$ cat config.mk
export PLATFORM = sky130hd
export DESIGN_NAME = rx_err_status
export DESIGN_NICKNAME = d
export VERILOG_FILES = /design/src/rtl/rx_err_pkg.sv /design/src/rtl/rx_err_mask_reg.sv /design/src/rtl/rx_err_strobe_sel.sv /design/src/rtl/rx_err_cell.sv /design/src/rtl/rx_err_status.sv
export SDC_FILE = /design/constraint.sdc
export NUM_CORES = 1
export LEC_CHECK = 0
export BUFFER_PORTS_ARGS = -buffer_cell sky130_fd_sc_hd__buf_2
export CELL_PAD_IN_SITES_DETAIL_PLACEMENT = 1
export CELL_PAD_IN_SITES_GLOBAL_PLACEMENT = 2
export CORE_AREA = 5 5 70 59
export DETAILED_ROUTE_END_ITERATION = 8
export DIE_AREA = 0 0 75 64
export GPL_ROUTABILITY_DRIVEN = 0
export PLACE_DENSITY = 0.82
export SETUP_SLACK_MARGIN = 0.05
export SLEW_MARGIN = 40
export SYNTH_ARGS = -nofsm -noshare
export SYNTH_HDL_FRONTEND = slang
export SYNTH_SLANG_ARGS = --single-unit
$ cat constraint.sdc
create_clock -name clk_i -period 2 [get_ports clk_i]
set_input_delay 0.2 -clock clk_i [delete_from_list [all_inputs] [get_ports clk_i]]
set_output_delay 0.2 -clock clk_i [all_outputs]
set_load 0.02 [all_outputs]
$ cat src/rtl/rx_err_pkg.sv
package rx_err_pkg;
  localparam int unsigned NUM_ERR = 7;
  localparam int unsigned STAT_W  = NUM_ERR + 1;

  localparam int unsigned B_PAR   = 0;
  localparam int unsigned B_BIP   = 1;
  localparam int unsigned B_CONF  = 2;
  localparam int unsigned B_VAL   = 3;
  localparam int unsigned B_UNLK  = 4;
  localparam int unsigned B_CCRC  = 5;
  localparam int unsigned B_QCRC  = 6;

  typedef enum logic [1:0] {
    DOM_SF = 2'd0,
    DOM_CS = 2'd1,
    DOM_Q  = 2'd2
  } dom_e;

  function automatic dom_e dom_of(input int unsigned idx);
    if (idx == B_QCRC) return DOM_Q;
    if (idx == B_UNLK || idx == B_CCRC) return DOM_CS;
    return DOM_SF;
  endfunction
endpackage

$ cat src/rtl/rx_err_mask_reg.sv
module rx_err_mask_reg #(
  parameter int unsigned W = 7,
  parameter logic [W-1:0] RST_VAL = '0
) (
  input  logic         clk_i,
  input  logic         rst_ni,
  input  logic         we_i,
  input  logic [W-1:0] wdata_i,
  output logic [W-1:0] mask_d_o,
  output logic [W-1:0] mask_q_o
);
  logic [W-1:0] mask_q;

  assign mask_d_o = we_i ? wdata_i : mask_q;
  assign mask_q_o = mask_q;

  always_ff @(posedge clk_i or negedge rst_ni) begin
    if (!rst_ni) mask_q <= RST_VAL;
    else         mask_q <= mask_d_o;
  end
endmodule

$ cat src/rtl/rx_err_strobe_sel.sv
module rx_err_strobe_sel
  import rx_err_pkg::*;
#(
  parameter int unsigned N = NUM_ERR
) (
  input  logic         sf_stb_i,
  input  logic         cs_stb_i,
  input  logic         q_stb_i,
  input  logic [N-1:0] cond_i,
  input  logic         pro_mode_i,
  output logic [N-1:0] stb_o,
  output logic [N-1:0] cond_o
);
  for (genvar k = 0; k < N; k++) begin : g_bit
    localparam dom_e D = dom_of(k);
    if (D == DOM_Q) begin : g_q
      assign stb_o[k] = q_stb_i;
    end else if (D == DOM_CS) begin : g_cs
      assign stb_o[k] = cs_stb_i;
    end else begin : g_sf
      assign stb_o[k] = sf_stb_i;
    end
    // CS CRC is only meaningful in professional mode
    if (k == B_CCRC) begin : g_pro
      assign cond_o[k] = cond_i[k] & pro_mode_i;
    end else begin : g_raw
      assign cond_o[k] = cond_i[k];
    end
  end
endmodule

$ cat src/rtl/rx_err_cell.sv
module rx_err_cell (
  input  logic clk_i,
  input  logic rst_ni,
  input  logic stb_i,
  input  logic cond_i,
  input  logic en_i,
  input  logic rd_i,
  output logic flag_o
);
  logic src_q, flag_q;
  logic keep, flag_d;

  // latest boundary sample, including this cycle's
  assign keep   = stb_i ? cond_i : src_q;
  assign flag_d = en_i & (rd_i ? keep : (flag_q | (stb_i & cond_i)));
  assign flag_o = flag_q;

  always_ff @(posedge clk_i or negedge rst_ni) begin
    if (!rst_ni) begin
      src_q  <= 1'b0;
      flag_q <= 1'b0;
    end else begin
      src_q  <= keep;
      flag_q <= flag_d;
    end
  end
endmodule

$ cat src/rtl/rx_err_status.sv
module rx_err_status
  import rx_err_pkg::*;
#(
  parameter logic [NUM_ERR-1:0] MASK_RST = '0
) (
  input  logic               clk_i,
  input  logic               rst_ni,
  input  logic [NUM_ERR-1:0] cond_i,
  input  logic               sf_stb_i,
  input  logic               cs_stb_i,
  input  logic               q_stb_i,
  input  logic               pro_mode_i,
  input  logic               mask_we_i,
  input  logic [NUM_ERR-1:0] mask_wdata_i,
  input  logic               rd_i,
  output logic [STAT_W-1:0]  status_o,
  output logic               irq_o
);
  logic [NUM_ERR-1:0] mask_d, mask_q;
  logic [NUM_ERR-1:0] bit_stb, bit_cond, flags;

  rx_err_mask_reg #(.W(NUM_ERR), .RST_VAL(MASK_RST)) u_mask (
    .clk_i    (clk_i),
    .rst_ni   (rst_ni),
    .we_i     (mask_we_i),
    .wdata_i  (mask_wdata_i),
    .mask_d_o (mask_d),
    .mask_q_o (mask_q)
  );

  rx_err_strobe_sel #(.N(NUM_ERR)) u_sel (
    .sf_stb_i   (sf_stb_i),
    .cs_stb_i   (cs_stb_i),
    .q_stb_i    (q_stb_i),
    .cond_i     (cond_i),
    .pro_mode_i (pro_mode_i),
    .stb_o      (bit_stb),
    .cond_o     (bit_cond)
  );

  for (genvar k = 0; k < NUM_ERR; k++) begin : g_cell
    rx_err_cell u_cell (
      .clk_i  (clk_i),
      .rst_ni (rst_ni),
      .stb_i  (bit_stb[k]),
      .cond_i (bit_cond[k]),
      .en_i   (mask_d[k]),
      .rd_i   (rd_i),
      .flag_o (flags[k])
    );
  end

  assign status_o = {1'b0, flags};
  assign irq_o    = |flags;
endmodule

# [Word-level counts from Yosys, hierarchy flattened]
# Cells that the tools add are included.
[totals] output_inout_bits=9 regBits=21 elab_cells=53 inputBits=22
[op_classes] reduce_logical=1 muxes=15 bitwise_logic=22
[ops] op="AND 1 bit" count=15
[ops] op="two-way mux 1 bit" count=14
[ops] op="two-way mux 7 bit" count=1
[ops] op="OR 1 bit" count=7
[ops] op="OR reduction 7 bit" count=1

# [Longest topological paths before layout]
# Gate-level depths: netlist (run 1).
[depth] ltp_word=5 depth_mapped=3 depth_no_buf=2

# [By module]
# A second synthesis (run 1) with hierarchy kept.
[unflattened] cells_unflattened=97 area_unflattened_um2=1026.0
[by_module_without_submodules] mod="rx_err_cell" seq_area_each_um2=50.0 area_per_inst_um2=86.3 cells_each=9 n_inst=7
[by_module_without_submodules] mod="rx_err_mask_reg" seq_area_each_um2=175.2 area_per_inst_um2=291.5 cells_each=15 n_inst=1
[by_module_without_submodules] mod="rx_err_strobe_sel" seq_area_each_um2=0.0 area_per_inst_um2=103.8 cells_each=14 n_inst=1
[by_module_without_submodules] mod="rx_err_status" seq_area_each_um2=0.0 area_per_inst_um2=26.3 cells_each=5 n_inst=1

# [Worst setup path after synthesis (run 1)]
# Ideal clock, no wire load.
[synth_timing] path_kind="reg2out" startpoint="reg g_cell[3].u_cell.flag_q" endpoint="out irq_o" path_buffers=0 slack_ns=0.986 arrival_ns=0.814 stages_incl_launch_ff=3 required_time_ns=1.800 path_cell_list="dfrtp_1 > nor4_1 > nand2_1"
[synth_via] elab_chain_len=1
[synth_lines] item="start: declaration" line="rx_err_cell.sv:10" rtl="logic src_q, flag_q;"
[synth_lines] item="start signal: assignment" line="rx_err_cell.sv:24" rtl="flag_q <= flag_d;"
[synth_lines] item="OR reduction 7 bit" line="rx_err_status.sv:54" rtl="assign irq_o = |flags;"
[synth_lines] item="end: declaration" line="rx_err_status.sv:17" rtl="output logic irq_o"
# No other way between the ends.

# [Worst setup path after layout (run 1)]
# Same ends and word-level chain as after synthesis.

==> run_results.csv, run 1 <==
group,metric,value,unit
clock_network,quantity_of_gates_resized_following_cts,0,
layout,filler_cell_count,390,
floorplanning,fp-row-count,19,
critical_path,critical_path_peak_fanout,3,
timing,post_route_worst_hold_slack,165.5,ps
power_and_ir_drop,power.leakage,0.5785,nW
detailed_routing,dr_wl_met3,172,um
timing,maxClockFrequency,0.7082,GHz
floorplanning,die_area,4800,um2
timing,final_setup_slack_of_the_worst_path,588.1,ps
critical_path,cp-start-kind,"flip-flop",
detailed_routing,dr.max_layer_used,"met4",
global_route,grt_pass1_vias,771,
detailed_routing,detail_route.drc_violations,0,
logic_synthesis,syn-num-nets,114,
critical_path,path_class,"reg -> out",
logic_synthesis,synth_sequential_area_ratio,53.98,%
floorplanning,dieHeight,64,um
floorplanning,start_util,29.04,%
logic_synthesis,synthesis.area_per_instance,10.58,um2
place,dpl_worst_slack,841.1,ps
layout,nets,138,
critical_path,endpoint_kind,"primary output",
logic_synthesis,commonest_cells_post_synth,"dfrtp_1 (21), inv_1 (14), buf_4 (8)",
power_and_ir_drop,power.density_cell_area,800.6,nW/um2
logic_synthesis,ys_types,15,
global_route,grt_max_degree,22,
timing,rsz0062_at_grt,"no",
clock_network,cts_root_buf,"clkbuf_8",
power_and_ir_drop,peakVddDrop,295.6,uV
min_path,worstHoldEndpoint,"u_mask.mask_q_o[0]",
layout,drive_gt1_share,31.30,%
global_route,number_of_antenna_violations_at_the_first_check_in_global_routing,0,
timing,layout_worst_path_cycle_share,70.60,%
detailed_routing,num_vias,682,
global_route,grt_pass1_wl,3491,um
layout,regArea,525.5,um2
status,status,"completed",
critical_path,worst_ep_arrival_time,1210,ps
place,dpl-instance-area,1077,um2
clock_network,clk_latency_worst_skew_pair,260,ps
logic_synthesis,post-synth-top-count-cell,"dfrtp_1",
timing,hold_viol_final,0,
timing,timing.clock.skew,2.152,ps
layout,syn2layout_area_growth,16.32,%
place,io_buffers,29,
logic_synthesis,synth_area_leader_cell,"dfrtp_1",
logic_synthesis,ys.flop_type,"dfrtp_1",
detailed_routing,detail_route.wl_per_cell,13.18,um
logic_synthesis,flip_flop_and_latch_count_after_synthesis,21,
critical_path,critical_path.reg2reg.startpoint,"u_mask.mask_q_o[5]",
logic_synthesis,synth_top_area_share,53.98,%
min_path,timing.hold.worst.class,"in -> reg",
min_path,hold_path_depth,3,
logic_synthesis,ys_top_cells_by_area,"dfrtp_1 (54%), mux2i_1 (7.2%), buf_4 (6.2%)",
clock_network,cts_max_level,1,
critical_path,r2r.worst_path.cells,2,
clock_network,clockBufferDepth,2,
critical_path,cp_cell_sequence,"nor4_1 > nand2_1 > buf_2",
timing,report.final.slew_viol_count,0,
logic_synthesis,yosys_warnings,0,
logic_synthesis,post_synth_inst_count,92,
critical_path,critPathSlowestCell,"dfrtp_1",
floorplanning,ios,31,
critical_path,r2r_setup_slack,1270,ps
detailed_routing,wl_met2,919,um
detailed_routing,drt_pass1_iterations,4,
floorplanning,die_w,75,um
layout,post-route-cell-area,1132,um2
clock_network,cts_num_sinks,21,
detailed_routing,routedLengthMet1,942,um
floorplanning,total_core_area,3352,um2
timing,setup_total_negative_slack,0,ps
clock_network,cts_buffers,3,
timing,timing.final.setup_violations,0,
layout,final_core_util,33.78,%
detailed_routing,initialDrtViolationCount,34,
critical_path,critPathMaxStageDelay,400,ps
layout,footprint_of_the_multi_input_gates,301.5,um2
clock_network,post-cts-setup-buffers,0,
place,dpl.hpwl,1592,um
layout,antenna-diode-count,0,
clock_network,cts_tree,"done",
global_route,gr-total-overflow,0,
detailed_routing,route.antenna.remaining_nets,0,
min_path,startpoint_of_the_most_critical_hold_path,"mask_wdata_i[0]",
global_route,grt.total_usage,9.636,%
critical_path,cp_data_required_time,1800,ps
logic_synthesis,synth-edff-count,0,
critical_path,worstReg2RegEnd,"g_cell[5].u_cell.flag_o",
logic_synthesis,async_reset_ff_share,100.0,%
logic_synthesis,synth.cell_area,973.4,um2
detailed_routing,drt-total-wl,2070,um
timing,post-route-min-period,1412,ps
job,maxCapViolations,0,
clock_network,worst_setup_hold_path_clk_slew,70,ps
detailed_routing,vias_per_cell,4.344,
placed cells by master, fill, tap and decap left out:
cell type,synthesis,layout
a31oi_1,7,7
buf_2,0,29
clkbuf_1,0,1
clkbuf_8,0,3
conb_1,1,1
dfrtp_1,21,21
dlygate4sd3_1,0,1
inv_1,14,14
mux2i_1,7,7
nand2_1,7,7
nand2b_1,3,3
nand2b_2,4,4
nand3_1,1,1
nand3b_1,7,7
nor3_1,1,1
nor4_1,1,1
o21ai_0,7,7
metal layers:
| metal | global-route usage [%] | vias to the layer above |
|---|---|---|
| li1 | - | 337 |
| met1 | 11.78 | 319 |
| met2 | 15.00 | 23 |
| met3 | 3.292 | 3 |
| met4 | 4.667 | 0 |
| met5 | 0 | - |
logic make-up (layout without fill, tap and decap cells):
| logic type | Yosys count | count (layout) | share of synthesized area (%) |
|---|---|---|---|
| AOI/OAI and AO/OA | 14 | 14 | 8.097 |
| DFF | 21 | 21 | 53.98 |
| buffers and inverters | 25 | 48 | 15.04 |
| other | 1 | 1 | 0.3852 |
| and+or+nand+nor | 24 | 24 | 15.30 |
| muxes | 7 | 7 | 7.198 |
flip-flops by register name, indices dropped and copies added, names as in the netlist:
signal                flops
g_cell.u_cell.src_q       7
u_mask.mask_q_o           7
g_cell.u_cell.flag_o      7
cell type report:
cell class	instances	share of cell area [%]
tap	42	4.641
sequential	21	46.41
clock buffer	4	3.978
timing repair buffer	30	13.70
multi-input combinational	46	26.63
inverter	14	4.641
report_power, final:
part / switching (W) / internal, W / total [W]
Combinational: 0.0000841 / 0.0000591 / 0.000143
Clock: 0.000135 / 0.000142 / 0.000277
Sequential: 0.0000223 / 0.000464 / 0.000486
critical path: cells and delay by family (launching register included):
kind,cells,cell delay [ps]
buffers and inverters,1,170
flip-flops,1,400
AND/OR/NAND/NOR,2,390
metrics by stage:
| step | total power (W) | cells |
|---|---|---|
| after floorplan | 0.0005967 | 92 |
| after global placement | 0.0006333 | 152 |
| after detailed placement | 0.0006395 | 152 |
| after CTS | 0.0009297 | 157 |
| after global routing | 0.0009605 | 157 |
| final | 0.0009066 | 157 |
repair_timing:
action	CTS	global route
setup endpoints to repair	0	0
hold endpoints to repair	21	0
hold buffers	1	0
worst max path at each step:
stage | to | from | slack, ps
detailed placement | irq_o | g_cell[3].u_cell.flag_o | 840
finish | irq_o | g_cell[3].u_cell.flag_o | 590
global placement | irq_o | g_cell[3].u_cell.flag_o | 850
global route | irq_o | g_cell[3].u_cell.flag_o | 460
floorplan | irq_o | g_cell[3].u_cell.flag_o | 990
CTS | irq_o | g_cell[3].u_cell.flag_o | 570
No activity file was read; power rests on OpenSTA's default activity.
==> run 2, diff against run 1 <==
--- a/config.mk
+++ b/config.mk
@@ -5,14 +5,15 @@
 export SDC_FILE = /design/constraint.sdc
 export NUM_CORES = 1
 export LEC_CHECK = 0
+export ABC_AREA = 1
 export BUFFER_PORTS_ARGS = -buffer_cell sky130_fd_sc_hd__buf_2
 export CELL_PAD_IN_SITES_DETAIL_PLACEMENT = 1
 export CELL_PAD_IN_SITES_GLOBAL_PLACEMENT = 2
-export CORE_AREA = 5 5 70 59
+export CORE_AREA = 5 5 73 62
 export DETAILED_ROUTE_END_ITERATION = 8
-export DIE_AREA = 0 0 75 64
+export DIE_AREA = 0 0 78 67
 export GPL_ROUTABILITY_DRIVEN = 0
-export PLACE_DENSITY = 0.82
+export PLACE_DENSITY = 0.81
 export SETUP_SLACK_MARGIN = 0.05
 export SLEW_MARGIN = 40
 export SYNTH_ARGS = -nofsm -noshare
==> constraint.sdc (replaced) <==
create_clock -name clk_i -period 1.48 [get_ports clk_i]
set_input_delay 0.148 -clock clk_i [delete_from_list [all_inputs] [get_ports clk_i]]
set_output_delay 0.148 -clock clk_i [all_outputs]
set_load 0.02 [all_outputs]
==> run 2 against run 1 <==
Effect of this change:
- first-iteration DRC count fell by 26%
- register-to-register slack got worse by 620 ps
- area after synthesis fell by 0.51%
- sequential power rose by 33%
- clock skew rose by 7.2 ps
- combinational power rose by 45%
- count of clock-buffer cells in the layout fell by 1
- final cell count rose by 22%
- highest routed layer unchanged
==> run_results.csv, run 2 <==
group,metric,value,unit
status,status,"completed",
power_and_ir_drop,power.density_cell_area,1079,nW/um2
floorplanning,fp-row-count,20,
logic_synthesis,commonest_cells_post_synth,"nand2_1 (41), dfrtp_1 (21), nor2_1 (20)",
clock_network,clockBufferDepth,2,
floorplanning,die_w,78,um
detailed_routing,route.antenna.remaining_nets,0,
detailed_routing,num_vias,755,
critical_path,endpoint_kind,"primary output",
global_route,grt.total_usage,8.772,%
timing,hold_viol_final,0,
power_and_ir_drop,power.leakage,0.6730,nW
timing,timing.final.setup_violations,0,
clock_network,cts_root_buf,"clkbuf_8",
logic_synthesis,async_reset_ff_share,100.0,%
logic_synthesis,synth_simple_gate_area_share,26.23,%
logic_synthesis,yosys_warnings,0,
logic_synthesis,synth-edff-count,0,
logic_synthesis,synthesis.area_per_instance,7.873,um2
detailed_routing,drt_pass1_iterations,2,
clock_network,cts_buffers,3,
critical_path,critical_path_peak_fanout,3,
timing,layout_worst_path_cycle_share,84.89,%
logic_synthesis,synth.cell_area,968.4,um2
clock_network,cts_num_sinks,21,
clock_network,cts_max_level,1,
logic_synthesis,synth-xor-area-share,0,%
logic_synthesis,ys_top_cells_by_area,"dfrtp_1 (54%), nand2_1 (16%), nor2_1 (7.8%)",
place,dpl.hpwl,1781,um
logic_synthesis,post_synth_inst_count,123,
critical_path,path_class,"reg -> out",
timing,maxClockFrequency,0.7959,GHz
clock_network,clk_latency_worst_skew_pair,260,ps
timing,rsz0062_at_grt,"no",
layout,commonest_cells_after_routing_fill_and_taps_aside,"nand2_1 (41), buf_2 (29), dfrtp_1 (21)",
logic_synthesis,largest_family_of_logic_cells_by_synthesized_area,"simple AND/OR/NAND/NOR gates",
critical_path,cp_data_required_time,1330,ps
timing,timing.clock.skew,9.360,ps
layout,layout.cells.most_common,"nand2_1",
layout,antenna-diode-count,0,
floorplanning,dieHeight,67,um
detailed_routing,drt-total-wl,2177,um
place,io_buffers,29,
timing,post_route_worst_hold_slack,105.0,ps
floorplanning,ios,31,
logic_synthesis,flip_flop_and_latch_count_after_synthesis,21,
detailed_routing,detail_route.wl_per_cell,11.40,um
logic_synthesis,post-synth-top-count-cell,"nand2_1",
power_and_ir_drop,peakVddDrop,575.2,uV
layout,syn2layout_area_growth,17.96,%
logic_synthesis,syn-num-nets,145,
critical_path,r2r_setup_slack,650,ps
floorplanning,total_core_area,3679,um2
logic_synthesis,ys_types,11,
clock_network,worst_setup_hold_path_clk_slew,80,ps
global_route,gr-total-overflow,0,
logic_synthesis,synth_area_leader_cell,"dfrtp_1",
logic_synthesis,post_synth_fa_ha_maj_area_fraction,0,%
detailed_routing,vias_per_cell,3.953,
min_path,timing.hold.worst.class,"in -> reg",
floorplanning,die_area,5226,um2
logic_synthesis,synth_top_area_share,54.26,%
clock_network,post-cts-setup-buffers,0,
logic_synthesis,synth_sequential_area_ratio,54.26,%
job,maxCapViolations,0,
logic_synthesis,ys.flop_type,"dfrtp_1",
clock_network,cts_tree,"done",
detailed_routing,initialDrtViolationCount,25,
timing,setup_total_negative_slack,0,ps
critical_path,worst_ep_arrival_time,1110,ps
logic_synthesis,synth_mux_area_share,0,%
detailed_routing,detail_route.drc_violations,0,
floorplanning,start_util,26.33,%
global_route,grt_max_degree,22,
global_route,grt_pass1_vias,756,
logic_synthesis,synth_compound_gate_area_share,3.618,%
global_route,number_of_antenna_violations_at_the_first_check_in_global_routing,0,
timing,post-route-min-period,1256,ps
timing,report.final.slew_viol_count,0,
layout,drive_gt1_share,23.13,%
global_route,grt_pass1_wl,3567,um
layout,nets,170,
critical_path,cp-start-kind,"flip-flop",
-- run 2: what timing repair did --
action / CTS / global route
hold endpoints to repair: 21 / 0
hold buffers: 1 / 0
resized for setup: 0 / 0
endpoints found under the setup margin: 0 / 0
-- run 2: critical path, stage by stage (launching register included) --
cell and delay (ps):
dfrtp_1 400, nor3_1 180, nand3_1 100, buf_2 170
-- run 2: logic make-up after synthesis --
family	after synthesis
AO/OA/AOI/OAI	7
AND/OR/NAND/NOR	66
flip-flops	21
other	1
buffers and inverters	28
-- run 2: power breakdown --
group	switching, W	total (W)	leakage, nW	internal (W)
sequential	0.0000216	0.000647	0.256	0.000625
clock	0.000190	0.000378	0.0255	0.000187
combinational	0.000134	0.000208	0.391	0.0000740
total	0.000346	0.00123	0.673	0.000886
-- run 2: worst paths after layout --
path | from | end | cells past startpoint
min in group asynchronous | rst_ni | u_mask.mask_q_o[5] | 2
worst min register to register | g_cell[0].u_cell.src_q | g_cell[0].u_cell.src_q | 2
worst min-delay path | cond_i[0] | g_cell[0].u_cell.src_q | 3
worst max-delay path | g_cell[5].u_cell.flag_o | irq_o | 3
worst max register to register | u_mask.mask_q_o[3] | u_mask.mask_q_o[3] | 2
max in group asynchronous | rst_ni | g_cell[3].u_cell.src_q | 2
-- run 2: area by class of cell --
type / instances / area, um2
Fill cell: 470 / 2536
Multi-Input combinational cell: 74 / 292.8
Clock inverter: 1 / 5.005
Clock buffer: 3 / 41.29
Timing Repair Buffer: 30 / 155.1
Inverter: 18 / 67.56
Tap cell: 44 / 55.05
Sequential cell: 21 / 525.5
-- run 2: per-layer routing --
| layer | part of all wire, % | global-route usage [%] | vias to the layer above |
|---|---|---|---|
| met5 | 0 | 0 | - |
| met4 | 0.18 | 2.532 | 0 |
| met3 | 5.6 | 3.108 | 2 |
| met2 | 46 | 13.75 | 15 |
| met1 | 48 | 11.38 | 336 |
| li1 | - | - | 402 |
-- run 2: per-stage QoR --
step	power, W	utilization (%)	worst slack, ps	cell area [um2]	instances
after floorplan	0.0008060	-	593.2	968.4	123
after global placement	0.0008619	29.52	518.7	1086	186
after detailed placement	0.0008712	29.52	503.2	1086	186
after CTS	0.001254	31.05	191.6	1142	191
after global routing	0.001322	31.05	150.8	1142	191
final	0.001232	31.05	223.6	1142	191
==> run 3, diff against run 2 <==
--- a/config.mk
+++ b/config.mk
@@ -5,15 +5,15 @@
 export SDC_FILE = /design/constraint.sdc
 export NUM_CORES = 1
 export LEC_CHECK = 0
-export ABC_AREA = 1
+export ABC_AREA = 0
 export BUFFER_PORTS_ARGS = -buffer_cell sky130_fd_sc_hd__buf_2
 export CELL_PAD_IN_SITES_DETAIL_PLACEMENT = 1
 export CELL_PAD_IN_SITES_GLOBAL_PLACEMENT = 2
-export CORE_AREA = 5 5 73 62
+export CORE_AREA = 5 5 74 62
 export DETAILED_ROUTE_END_ITERATION = 8
-export DIE_AREA = 0 0 78 67
+export DIE_AREA = 0 0 79 67
 export GPL_ROUTABILITY_DRIVEN = 0
-export PLACE_DENSITY = 0.81
+export PLACE_DENSITY = 0.77
 export SETUP_SLACK_MARGIN = 0.05
 export SLEW_MARGIN = 40
 export SYNTH_ARGS = -nofsm -noshare
==> constraint.sdc (replaced) <==
create_clock -name clk_i -period 1.1 [get_ports clk_i]
set_input_delay 0.11 -clock clk_i [delete_from_list [all_inputs] [get_ports clk_i]]
set_output_delay 0.11 -clock clk_i [all_outputs]
set_load 0.02 [all_outputs]
==> run 3 against run 2 <==
Effect of this change:
- the flow now finishes with violations (negative setup slack)
- power grew 35%
- clock skew decreased by 6.8 ps
- global-route usage up 0.33 points
- core utilization rose by 0.12 points
- largest power group unchanged
- count of clock-buffer cells in the layout rose by 1
- first-iteration DRC count rose by 16%
- setup slack got worse by 380 ps
- non-clock buffer count up 2
==> run_results.csv, run 3 (synthesized netlist as in run 1, its figures left out) <==
group,metric,value,unit
job,maxCapViolations,0,
timing,post-route-min-period,1252,ps
critical_path,r2r_setup_slack,320,ps
global_route,number_of_antenna_violations_at_the_first_check_in_global_routing,0,
timing,final_setup_slack_of_the_worst_path,-152.3,ps
power_and_ir_drop,sw_frac_of_total,26.42,%
power_and_ir_drop,power.density_cell_area,1432,nW/um2
detailed_routing,detail_route.wl_per_cell,13.75,um
layout,drive_gt1_share,32.48,%
place,dpl.hpwl,1675,um
critical_path,path_class,"reg -> out",
layout,footprint_of_the_multi_input_gates,301.5,um2
layout,nets,140,
clock_network,cts_tree,"done",
layout,commonest_cells_after_routing_fill_and_taps_aside,"buf_2 (27), dfrtp_1 (21), inv_1 (14)",
status,status,"complete, but fails checks",
power_and_ir_drop,sequential_cell_fraction_of_total_power,52.8,%
critical_path,critPathMaxStageDelay,380,ps
place,io_buffers,29,
layout,post-route-cell-area,1162,um2
power_and_ir_drop,switchingPower,0.0004397,W
timing,hold_viol_final,0,
global_route,grt.total_usage,9.099,%
detailed_routing,num_vias,712,
global_route,gr-total-overflow,0,
layout,syn2layout_area_growth,19.41,%
critical_path,critical_path_peak_fanout,2,
place,dpl-instance-area,1095,um2
power_and_ir_drop,power.leakage,0.5912,nW
critical_path,worst_ep_arrival_time,1140,ps
floorplanning,fp-row-count,20,
global_route,grt_pass1_wl,3719,um
detailed_routing,vias_per_cell,4.422,
detailed_routing,drt_pass1_iterations,2,
detailed_routing,initialDrtViolationCount,29,
layout,antenna-diode-count,0,
layout,final_core_util,31.17,%
floorplanning,total_core_area,3729,um2
timing,post_route_worst_hold_slack,85.06,ps
critical_path,cp-start-kind,"flip-flop",
min_path,timing.hold.worst.class,"in -> reg",
clock_network,clockBufferDepth,2,
floorplanning,start_util,26.11,%
timing,setup_total_negative_slack,-152.3,ps
critical_path,cp_data_required_time,990,ps
power_and_ir_drop,p_int,0.001224,W
timing,maxClockFrequency,0.7986,GHz
power_and_ir_drop,combPwrFrac,17.4,%
clock_network,cts_max_level,1,
floorplanning,die_w,79,um
power_and_ir_drop,power.clock.fraction,29.7,%
layout,filler_cell_count,446,
global_route,grt_pass1_vias,819,
power_and_ir_drop,peakVddDrop,355.6,uV
detailed_routing,route.antenna.remaining_nets,0,
clock_network,clk_latency_worst_skew_pair,260,ps
critical_path,endpoint_kind,"primary output",
clock_network,cts_num_sinks,21,
global_route,grt_max_degree,22,
layout,layout.cells.most_common,"buf_2",
timing,timing.final.setup_violations,1,
timing,layout_worst_path_cycle_share,113.8,%
critical_path,cp_cell_sequence,"nor4_1 > nand2_1 > buf_2",
clock_network,worst_setup_hold_path_clk_slew,70,ps
floorplanning,ios,31,
detailed_routing,drt-total-wl,2213,um
critical_path,critPathSlowestCell,"dfrtp_1",
timing,timing.clock.skew,2.573,ps
timing,rsz0062_at_grt,"yes",
detailed_routing,detail_route.drc_violations,0,
clock_network,post-cts-setup-buffers,0,
clock_network,cts_buffers,3,
clock_network,cts_root_buf,"clkbuf_8",
floorplanning,die_area,5293,um2
layout,regArea,525.5,um2
timing,report.final.slew_viol_count,0,
floorplanning,dieHeight,67,um
status,violations,"negative setup slack",
==> run 3: cell count changes in the layout (fill, tap and decap cells not counted), moves of 3 or more <==
cell / delta
nand2b_2: +4
nand3_1: -3
nand3b_1: +7
inv_1: -3
a31oi_1: +7
nor2_1: -20
nand2b_1: +3
nand2_1: -34
mux2i_1: +7
==> run 3: power groups by stage <==
stage | Clock, W | Sequential (W) | Combinational (W)
5_1_grt | 0.000536 | 0.000887 | 0.000322
2_1_floorplan | 0 | 0.000887 | 0.000198
3_5_place_dp | 0 | 0.000896 | 0.000280
4_1_cts | 0.000509 | 0.000880 | 0.000291
6_report | 0.000495 | 0.000879 | 0.000290
3_3_place_gp | 0 | 0.000888 | 0.000275
==> run 3: timing repair <==
item / CTS / global route
hold buffers: 1 / 0
setup endpoints to repair: 2 / 2
resized for setup: 2 / 2
hold endpoints to repair: 21 / 0
==> run 3: final timing paths <==
kind | from | cells past startpoint | to
min reg2reg | u_mask.mask_q_o[3] | 2 | u_mask.mask_q_o[3]
max reg2reg | g_cell[4].u_cell.flag_o | 3 | g_cell[4].u_cell.flag_o
min | mask_wdata_i[0] | 3 | u_mask.mask_q_o[0]
max | g_cell[3].u_cell.flag_o | 3 | irq_o
max in group asynchronous | rst_ni | 2 | g_cell[5].u_cell.src_q
min in group asynchronous | rst_ni | 2 | g_cell[2].u_cell.src_q
==> run 3: area by class of cell <==
| type | instances | area share (%) |
|---|---|---|
| clock buffers | 4 | 3.875 |
| inverters | 14 | 4.521 |
| multi-input cells | 46 | 25.94 |
| flip-flops and latches | 21 | 45.21 |
| well taps | 44 | 4.736 |
| repair buffers | 32 | 15.72 |
==> run 3: layer usage <==
layer	track usage [%]	part of all wire (%)	up-vias
met5	0	0	-
met4	4.506	0.090	0
met3	2.568	5.0	2
met2	13.97	46	23
met1	11.70	48	346
li1	-	-	341
==> run 3: per-stage QoR <==
step           power [W]  setup WS [ps]  cells
4_1_cts         0.001680         -165.3    161
3_5_place_dp    0.001176          130.3    156
5_1_grt         0.001745         -182.7    161
6_report        0.001664         -152.3    161
3_3_place_gp    0.001163          69.19    156
2_1_floorplan   0.001085          176.1     92
==> run 3: worst max-delay path: cells and delay by family (launching register included) <==
| kind | cells | cell delay [ps] |
|---|---|---|
| DFF | 1 | 380 |
| and+or+nand+nor | 2 | 340 |
| buffers and inverters | 1 | 160 |
